**src/rtl/mov_seq_pkg.sv**
```systemverilog
package mov_seq_pkg;

    localparam int OPC_W     = 8;
    localparam int REG_IDX_W = 3;
    localparam int NREG      = 1 << REG_IDX_W;

    typedef enum logic [2:0] {
        ST_IDLE,
        ST_FETCH,
        ST_DECODE,
        ST_DFETCH,
        ST_ADDR,
        ST_OPFETCH,
        ST_STORE
    } seq_state_e;

    typedef enum logic [1:0] {
        MD_REG   = 2'b00,
        MD_IND   = 2'b01,
        MD_DIR   = 2'b10,
        MD_BDISP = 2'b11
    } addr_mode_e;

    function automatic addr_mode_e opc_mode(input logic [OPC_W-1:0] opc);
        return addr_mode_e'(opc[7:6]);
    endfunction

    function automatic logic [REG_IDX_W-1:0] opc_src(input logic [OPC_W-1:0] opc);
        return opc[5:3];
    endfunction

    function automatic logic [REG_IDX_W-1:0] opc_dst(input logic [OPC_W-1:0] opc);
        return opc[2:0];
    endfunction

endpackage

```
**src/rtl/mov_seq_regfile.sv**
```systemverilog
module mov_seq_regfile
    import mov_seq_pkg::*;
#(
    parameter int DW = 32
) (
    input  logic                 clk,
    input  logic                 rst_n,
    input  logic                 we,
    input  logic [REG_IDX_W-1:0] widx,
    input  logic [DW-1:0]        wdata,
    input  logic [REG_IDX_W-1:0] ridx_a,
    output logic [DW-1:0]        rdata_a,
    input  logic [REG_IDX_W-1:0] ridx_b,
    output logic [DW-1:0]        rdata_b
);

    logic [DW-1:0] regs_q [NREG];
    logic [DW-1:0] regs_d [NREG];

    for (genvar gi = 0; gi < NREG; gi++) begin : g_entry
        always_comb begin
            regs_d[gi] = regs_q[gi];
            if (we && widx == REG_IDX_W'(gi)) begin
                regs_d[gi] = wdata;
            end
        end

        always_ff @(posedge clk) begin
            if (!rst_n) begin
                regs_q[gi] <= '0;
            end else begin
                regs_q[gi] <= regs_d[gi];
            end
        end
    end

    assign rdata_a = regs_q[ridx_a];
    assign rdata_b = regs_q[ridx_b];

endmodule

```
**src/rtl/mov_seq_agen.sv**
```systemverilog
module mov_seq_agen
    import mov_seq_pkg::*;
#(
    parameter int AW    = 16,
    parameter int DISPW = 16
) (
    input  addr_mode_e       mode,
    input  logic [AW-1:0]    base_lo,
    input  logic [DISPW-1:0] disp,
    output logic [AW-1:0]    ea
);

    logic [AW-1:0] offset;

    always_comb begin
        offset = '0;
        if (mode == MD_BDISP) begin
            offset = AW'(disp);
        end
        ea = base_lo + offset;
    end

endmodule

```
**src/rtl/mov_seq_ctrl.sv**
```systemverilog
module mov_seq_ctrl
    import mov_seq_pkg::*;
#(
    parameter int AW    = 16,
    parameter int DW    = 32,
    parameter int DISPW = 16,
    parameter int CW    = 8
) (
    input  logic                 clk,
    input  logic                 rst_n,
    input  logic                 start,
    input  logic [AW-1:0]        start_ip,
    output logic                 mem_re,
    output logic [AW-1:0]        mem_addr,
    input  logic [DW-1:0]        mem_rdata,
    input  logic [DW-1:0]        base_val,
    input  logic [AW-1:0]        ea,
    output addr_mode_e           mode,
    output logic [REG_IDX_W-1:0] src_idx,
    output logic                 core_we,
    output logic [REG_IDX_W-1:0] core_widx,
    output logic [DW-1:0]        core_wdata,
    output logic                 busy,
    output logic                 done,
    output logic [AW-1:0]        ip,
    output logic [CW-1:0]        cycles
);

    localparam logic [AW-1:0] STEP_OPC  = AW'(1);
    localparam logic [AW-1:0] STEP_DISP = AW'(DISPW / 8);
    localparam logic [CW-1:0] CNT_ONE   = CW'(1);

    typedef struct packed {
        seq_state_e       st;
        logic [AW-1:0]    ip;
        logic [OPC_W-1:0] op;
        logic [AW-1:0]    addr;
        logic [CW-1:0]    cnt;
    } ctrl_s;

    ctrl_s r_q, r_d;
    addr_mode_e dec_mode;

    assign dec_mode = opc_mode(mem_rdata[OPC_W-1:0]);

    always_comb begin
        r_d        = r_q;
        mem_re     = 1'b0;
        mem_addr   = r_q.ip;
        core_we    = 1'b0;
        core_wdata = mem_rdata;
        if (r_q.st != ST_IDLE && r_q.st != ST_STORE) begin
            r_d.cnt = r_q.cnt + CNT_ONE;
        end
        case (r_q.st)
            ST_IDLE: begin
                if (start) begin
                    r_d.st  = ST_FETCH;
                    r_d.ip  = start_ip;
                    r_d.cnt = CNT_ONE;
                end
            end
            ST_FETCH: begin
                mem_re   = 1'b1;
                mem_addr = r_q.ip;
                r_d.st   = ST_DECODE;
            end
            ST_DECODE: begin
                r_d.op = mem_rdata[OPC_W-1:0];
                r_d.ip = r_q.ip + STEP_OPC;
                case (dec_mode)
                    MD_REG:  r_d.st = ST_STORE;
                    MD_IND:  r_d.st = ST_ADDR;
                    default: r_d.st = ST_DFETCH;
                endcase
            end
            ST_DFETCH: begin
                mem_re   = 1'b1;
                mem_addr = r_q.ip;
                r_d.st   = (mode == MD_DIR) ? ST_OPFETCH : ST_ADDR;
            end
            ST_ADDR: begin
                r_d.addr = ea;
                if (mode == MD_BDISP) begin
                    r_d.ip = r_q.ip + STEP_DISP;
                end
                r_d.st = ST_OPFETCH;
            end
            ST_OPFETCH: begin
                mem_re = 1'b1;
                if (mode == MD_DIR) begin
                    mem_addr = AW'(mem_rdata[DISPW-1:0]);
                    r_d.ip   = r_q.ip + STEP_DISP;
                end else begin
                    mem_addr = r_q.addr;
                end
                r_d.st = ST_STORE;
            end
            ST_STORE: begin
                core_we = 1'b1;
                if (mode == MD_REG) begin
                    core_wdata = base_val;
                end
                r_d.st = ST_IDLE;
            end
            default: r_d.st = ST_IDLE;
        endcase
    end

    always_ff @(posedge clk) begin
        if (!rst_n) begin
            r_q <= '{st: ST_IDLE, ip: '0, op: '0, addr: '0, cnt: '0};
        end else begin
            r_q <= r_d;
        end
    end

    assign mode      = opc_mode(r_q.op);
    assign src_idx   = opc_src(r_q.op);
    assign core_widx = opc_dst(r_q.op);
    assign busy      = (r_q.st != ST_IDLE);
    assign done      = (r_q.st == ST_STORE);
    assign ip        = r_q.ip;
    assign cycles    = r_q.cnt;

    assert_opcode_read_first_R2: assert property (@(posedge clk) disable iff (!rst_n)
        (!busy && start) |=> (mem_re && mem_addr == $past(start_ip)));

    assert_done_single_R9: assert property (@(posedge clk) disable iff (!rst_n)
        done |=> !done);

    assert_no_read_at_store_R12: assert property (@(posedge clk) disable iff (!rst_n)
        done |-> !mem_re);

    assert_read_precedes_store_R12: assert property (@(posedge clk) disable iff (!rst_n)
        (done && mode != MD_REG) |-> $past(mem_re));

    assert_reg_mode_three_R4: assert property (@(posedge clk) disable iff (!rst_n)
        (done && mode == MD_REG) |-> (cycles == CW'(3)));

    assert_bdisp_mode_six_R7: assert property (@(posedge clk) disable iff (!rst_n)
        (done && mode == MD_BDISP) |-> (cycles == CW'(6)));

    assert_start_ignored_busy_R10: assert property (@(posedge clk) disable iff (!rst_n)
        (busy && !done && start) |=> busy);

endmodule

```
**src/rtl/mov_seq.sv**
```systemverilog
module mov_seq
    import mov_seq_pkg::*;
#(
    parameter int AW    = 16,
    parameter int DW    = 32,
    parameter int DISPW = 16,
    parameter int CW    = 8
) (
    input  logic                 clk,
    input  logic                 rst_n,
    input  logic                 start,
    input  logic [AW-1:0]        start_ip,
    output logic                 busy,
    output logic                 done,
    output logic [CW-1:0]        cycles,
    output logic [AW-1:0]        ip,
    output logic                 mem_re,
    output logic [AW-1:0]        mem_addr,
    input  logic [DW-1:0]        mem_rdata,
    input  logic                 ext_we,
    input  logic [REG_IDX_W-1:0] ext_idx,
    input  logic [DW-1:0]        ext_wdata,
    input  logic [REG_IDX_W-1:0] rd_idx,
    output logic [DW-1:0]        rd_data
);

    addr_mode_e           mode;
    logic [REG_IDX_W-1:0] src_idx;
    logic                 core_we;
    logic [REG_IDX_W-1:0] core_widx;
    logic [DW-1:0]        core_wdata;
    logic [DW-1:0]        base_val;
    logic [AW-1:0]        ea;
    logic                 rf_we;
    logic [REG_IDX_W-1:0] rf_widx;
    logic [DW-1:0]        rf_wdata;

    always_comb begin
        rf_we    = core_we || (ext_we && !busy);
        rf_widx  = core_we ? core_widx : ext_idx;
        rf_wdata = core_we ? core_wdata : ext_wdata;
    end

    mov_seq_ctrl #(.AW(AW), .DW(DW), .DISPW(DISPW), .CW(CW)) u_ctrl (
        .clk        (clk),
        .rst_n      (rst_n),
        .start      (start),
        .start_ip   (start_ip),
        .mem_re     (mem_re),
        .mem_addr   (mem_addr),
        .mem_rdata  (mem_rdata),
        .base_val   (base_val),
        .ea         (ea),
        .mode       (mode),
        .src_idx    (src_idx),
        .core_we    (core_we),
        .core_widx  (core_widx),
        .core_wdata (core_wdata),
        .busy       (busy),
        .done       (done),
        .ip         (ip),
        .cycles     (cycles)
    );

    mov_seq_agen #(.AW(AW), .DISPW(DISPW)) u_agen (
        .mode    (mode),
        .base_lo (base_val[AW-1:0]),
        .disp    (mem_rdata[DISPW-1:0]),
        .ea      (ea)
    );

    mov_seq_regfile #(.DW(DW)) u_rf (
        .clk     (clk),
        .rst_n   (rst_n),
        .we      (rf_we),
        .widx    (rf_widx),
        .wdata   (rf_wdata),
        .ridx_a  (src_idx),
        .rdata_a (base_val),
        .ridx_b  (rd_idx),
        .rdata_b (rd_data)
    );

    assert_core_write_only_done_R9: assert property (@(posedge clk) disable iff (!rst_n)
        core_we |-> done);

endmodule

```
**config.mk**
```make
export PLATFORM = sky130hd
export DESIGN_NAME = mov_seq
export DESIGN_NICKNAME = d
export VERILOG_FILES = /design/src/rtl/mov_seq_pkg.sv /design/src/rtl/mov_seq_regfile.sv /design/src/rtl/mov_seq_agen.sv /design/src/rtl/mov_seq_ctrl.sv /design/src/rtl/mov_seq.sv
export SDC_FILE = /design/constraint.sdc
export NUM_CORES = 1
export LEC_CHECK = 0
export BUFFER_PORTS_ARGS = -buffer_cell sky130_fd_sc_hd__buf_2
export CAP_MARGIN = 20
export CELL_PAD_IN_SITES_DETAIL_PLACEMENT = 1
export CELL_PAD_IN_SITES_GLOBAL_PLACEMENT = 1
export CORE_ASPECT_RATIO = 1.75
export CORE_MARGIN = 3
export CORE_UTILIZATION = 53
export CTS_CLUSTER_DIAMETER = 150
export CTS_CLUSTER_SIZE = 16
export DETAILED_ROUTE_END_ITERATION = 6
export PLACE_DENSITY = 0.89
export SYNTH_ARGS = -nofsm -noshare
export SYNTH_HDL_FRONTEND = slang
export SYNTH_SLANG_ARGS = --single-unit
```
**constraint.sdc**
```tcl
create_clock -name clk -period 9.9 [get_ports clk]
set_clock_uncertainty 0.15 [all_clocks]
set_input_delay 1.98 -clock clk [delete_from_list [all_inputs] [get_ports clk]]
set_output_delay 1.98 -clock clk [all_outputs]
set_load 0.03 [all_outputs]
```
==> results.ini <==
[status]
status = finished clean

[synth]
synthArstFlopShare = 0
synthFlopType = edfxtp_1
yosysWarnings = 0
synth_cell_types = 72
synth_cells = 1453
seq_area_frac_synth = 0.492
synth_edf_count = 256
synth_area_um2 = 17800
synth_fp_nets = 1562
ys_ff_latch = 310
avgSynthCellArea_um2 = 12.3

[routing]
drt_pass1_iterations = 5
wl_um = 57000
drc_errors = 0
routed_via_density = 6.76
via_count = 13200
ant_nets = 0
post_drt_wl_per_cell_um = 29.1
drt-initial-drc-count = 1284

[sta]
max_freq_mhz = 154
setup_viol = 0
tightest_slew_ns = 1.23
setup_tns_ns = 0
fin_crit_ns = 6.50
relSlewSlack = 0.183
rsz0062_at_grt = false
slew_viol_final = 0
fin_ws_ns = 3.40
final_hold_viol_count = 0
finalCritPeriodShare = 0.656

[floorplanning]
die_h_um = 248
die_x_um = 145
initial_core_util = 0.539
core_um2 = 33000
pin_count = 165
die_area_um2 = 35900
fp-row-count = 88

[clocking]
clkLatencyLatePin_ns = 0.55
cts_setup_buffers = 0
ctsHoldBuffers = 0
root_buffer = clkbuf_16
cts_tree = built
clockBufferDepth = 3
cts_htree_levels = 1
ctsResizeCount = 0
cts_buffers = 23
cts_sinks = 310
path_clk_slew_ns = 0.07

[placed_design]
globalplace.congestion = 0.894
dpl_worst_slack_ns = 3.36
hpwl_um = 35700
port_buffers = 164

[global_route]
grt_overflow = 0
grt_pass1_wl_um = 86000
antenna_found_initial = 2
first_global_vias = 14500
grt_max_degree = 65
grtUsageTotal = 0.317

[finish]
finalNetCount = 1647
drive_gt1_frac = 0.335
nFillCells = 3382
syn_to_final_growth_pct = 9.07

[critical_path]
cp-end-kind = primary output
cpPeakStageDelay_ns = 0.71
crit_arrival_ns = 4.37
required_ns = 7.77
path_cells = buf_4, buf_4, mux4_2, mux2_2, buf_2
path_class = in2out
path_max_fanout = 34
worstSetupStartpoint = rd_idx[0]
start_kind = input port
crit_path_frequent_cell = buf_4
crit_slowest_cell = buf_4

[worst_hold_path]
hp-start = u_ctrl.r_q[8]
hp-class = reg2reg

[job]
maxCapViolations = 0

[pwr]
peakVddDrop_mv = 0.160
leakage_nw = 7.14
power_density_nw_per_um2 = 159

-- per-layer routing --
metal / GRT usage / share of wire
met5: 0 / 0.00019
met4: 0.139 / 0.044
met3: 0.0412 / 0.068
met2: 0.573 / 0.54
met1: 0.368 / 0.34
-- per-stage QoR --
stage | utilization | hold WS, ns | instance area [um2] | std cells | total power [mW]
after CTS | 0.587 | 0.306 | 19400 | 1958 | 3.10
after floorplan | - | 0.281 | 17800 | 1453 | 2.01
final | 0.588 | 0.304 | 19400 | 1960 | 3.10
after detailed placement | 0.568 | 0.296 | 18800 | 1917 | 2.21
after global placement | 0.568 | 0.284 | 18700 | 1916 | 2.17
after global routing | 0.588 | 0.324 | 19400 | 1959 | 3.19
-- path summary, 6_finish.rpt --
path | depth (start not counted) | endpoint | slack (ns)
hold reg to reg | 2 | u_ctrl.r_q[8] | 0.30
hold / removal | 2 | u_ctrl.r_q[8] | 0.30
setup reg to reg | 9 | u_ctrl.r_q[22] | 5.12
setup / recovery | 5 | rd_data[14] | 3.40
-- flip-flops by register name, summed over array words and instances, names as in the netlist, named ones only --
register,flops
u_ctrl.r_q,19
u_ctrl.mode,2
u_ctrl.cycles,8
u_rf.regs_q,256
u_ctrl.ip,16
u_ctrl.core_widx,3
u_ctrl.src_idx,3
-- worst max-delay path: cells and delay by family --
kind | cells | cell delay [ns]
multiplexers | 2 | 0.93
buffers and inverters | 3 | 1.40
-- cells in the mapped netlist (3+ instances only) --
cell type  instances  area share
edfxtp_1         256        0.43
nor2_1           243       0.051
mux4_2           128        0.16
nand2_1          102       0.022
nor2_2            64       0.022
o21ai_0           64       0.018
dfxtp_1           54       0.061
a21oi_1           51       0.014
clkbuf_1          50       0.011
buf_2             44       0.012
mux2i_1           41       0.023
mux2_2            39       0.025
buf_4             29       0.012
a211oi_1          22      0.0093
nand3_1           20      0.0056
and3_1            19      0.0067
ha_1              18       0.013
a21oi_2           16      0.0079
o21a_1            12      0.0051
nor3_1            11      0.0031
a31oi_1           10      0.0035
inv_1             10      0.0021
nand2b_1           9      0.0032
mux2i_4            8       0.010
xor2_1             8      0.0039
mux2_4             7      0.0059
o21a_2             7      0.0034
o21a_4             7      0.0059
or3_1              7      0.0025
xnor2_1            7      0.0034
a21o_1             6      0.0025
nand4_1            6      0.0021
or2_2              6      0.0021
and2_1             5      0.0018
buf_1              5      0.0011
a22oi_1            4      0.0017
nand3b_1           3      0.0013
nand4b_1           3      0.0015
nor4_1             3      0.0011
o211ai_1           3      0.0013
o31ai_1            3      0.0013
-- kinds of logic after synthesis --
| family | count (synthesis) | share of synthesized area |
|---|---|---|
| compound gates | 231 | 0.0874 |
| xor+xnor | 15 | 0.00738 |
| fa+ha+maj | 19 | 0.0138 |
| buf+inv | 143 | 0.0415 |
| flops | 310 | 0.492 |
| mux | 223 | 0.226 |
| simple gates | 512 | 0.132 |
-- cell usage in the layout (no fill, tap or decap), types with 11 or more instances in the layout --
cell | Yosys | layout
clkbuf_16 | 0 | 23
nor3_1 | 11 | 11
buf_2 | 44 | 163
a21oi_1 | 51 | 51
o21ai_0 | 64 | 56
mux2_2 | 39 | 39
ha_1 | 18 | 18
a211oi_1 | 22 | 22
edfxtp_1 | 256 | 256
nand2_1 | 102 | 101
nor2_2 | 64 | 64
buf_4 | 29 | 28
mux4_2 | 128 | 128
and3_1 | 19 | 19
nor2_1 | 243 | 242
a21oi_2 | 16 | 16
o21a_1 | 12 | 12
clkbuf_1 | 50 | 17
dfxtp_1 | 54 | 51
mux2i_1 | 41 | 41
nand3_1 | 20 | 20
-- cell type report --
cell class              instances  area [um2]  share of cell area
diodes                          1        2.50            0.000129
clock buffers                  40         639              0.0329
clock inverters                 1        11.3            0.000580
inverters                      11        41.3             0.00213
multi-input cells            1000        8410               0.433
flip-flops and latches        310        8770               0.452
well taps                     405         507              0.0261
repair buffers                192        1040              0.0536
-- where the power goes --
| part | internal [mW] | total [mW] | switching, mW |
|---|---|---|---|
| clock network | 0.441 | 0.906 | 0.464 |
| registers | 1.48 | 1.56 | 0.0729 |
| logic | 0.241 | 0.633 | 0.392 |
No activity file was read; power rests on OpenSTA's default activity.
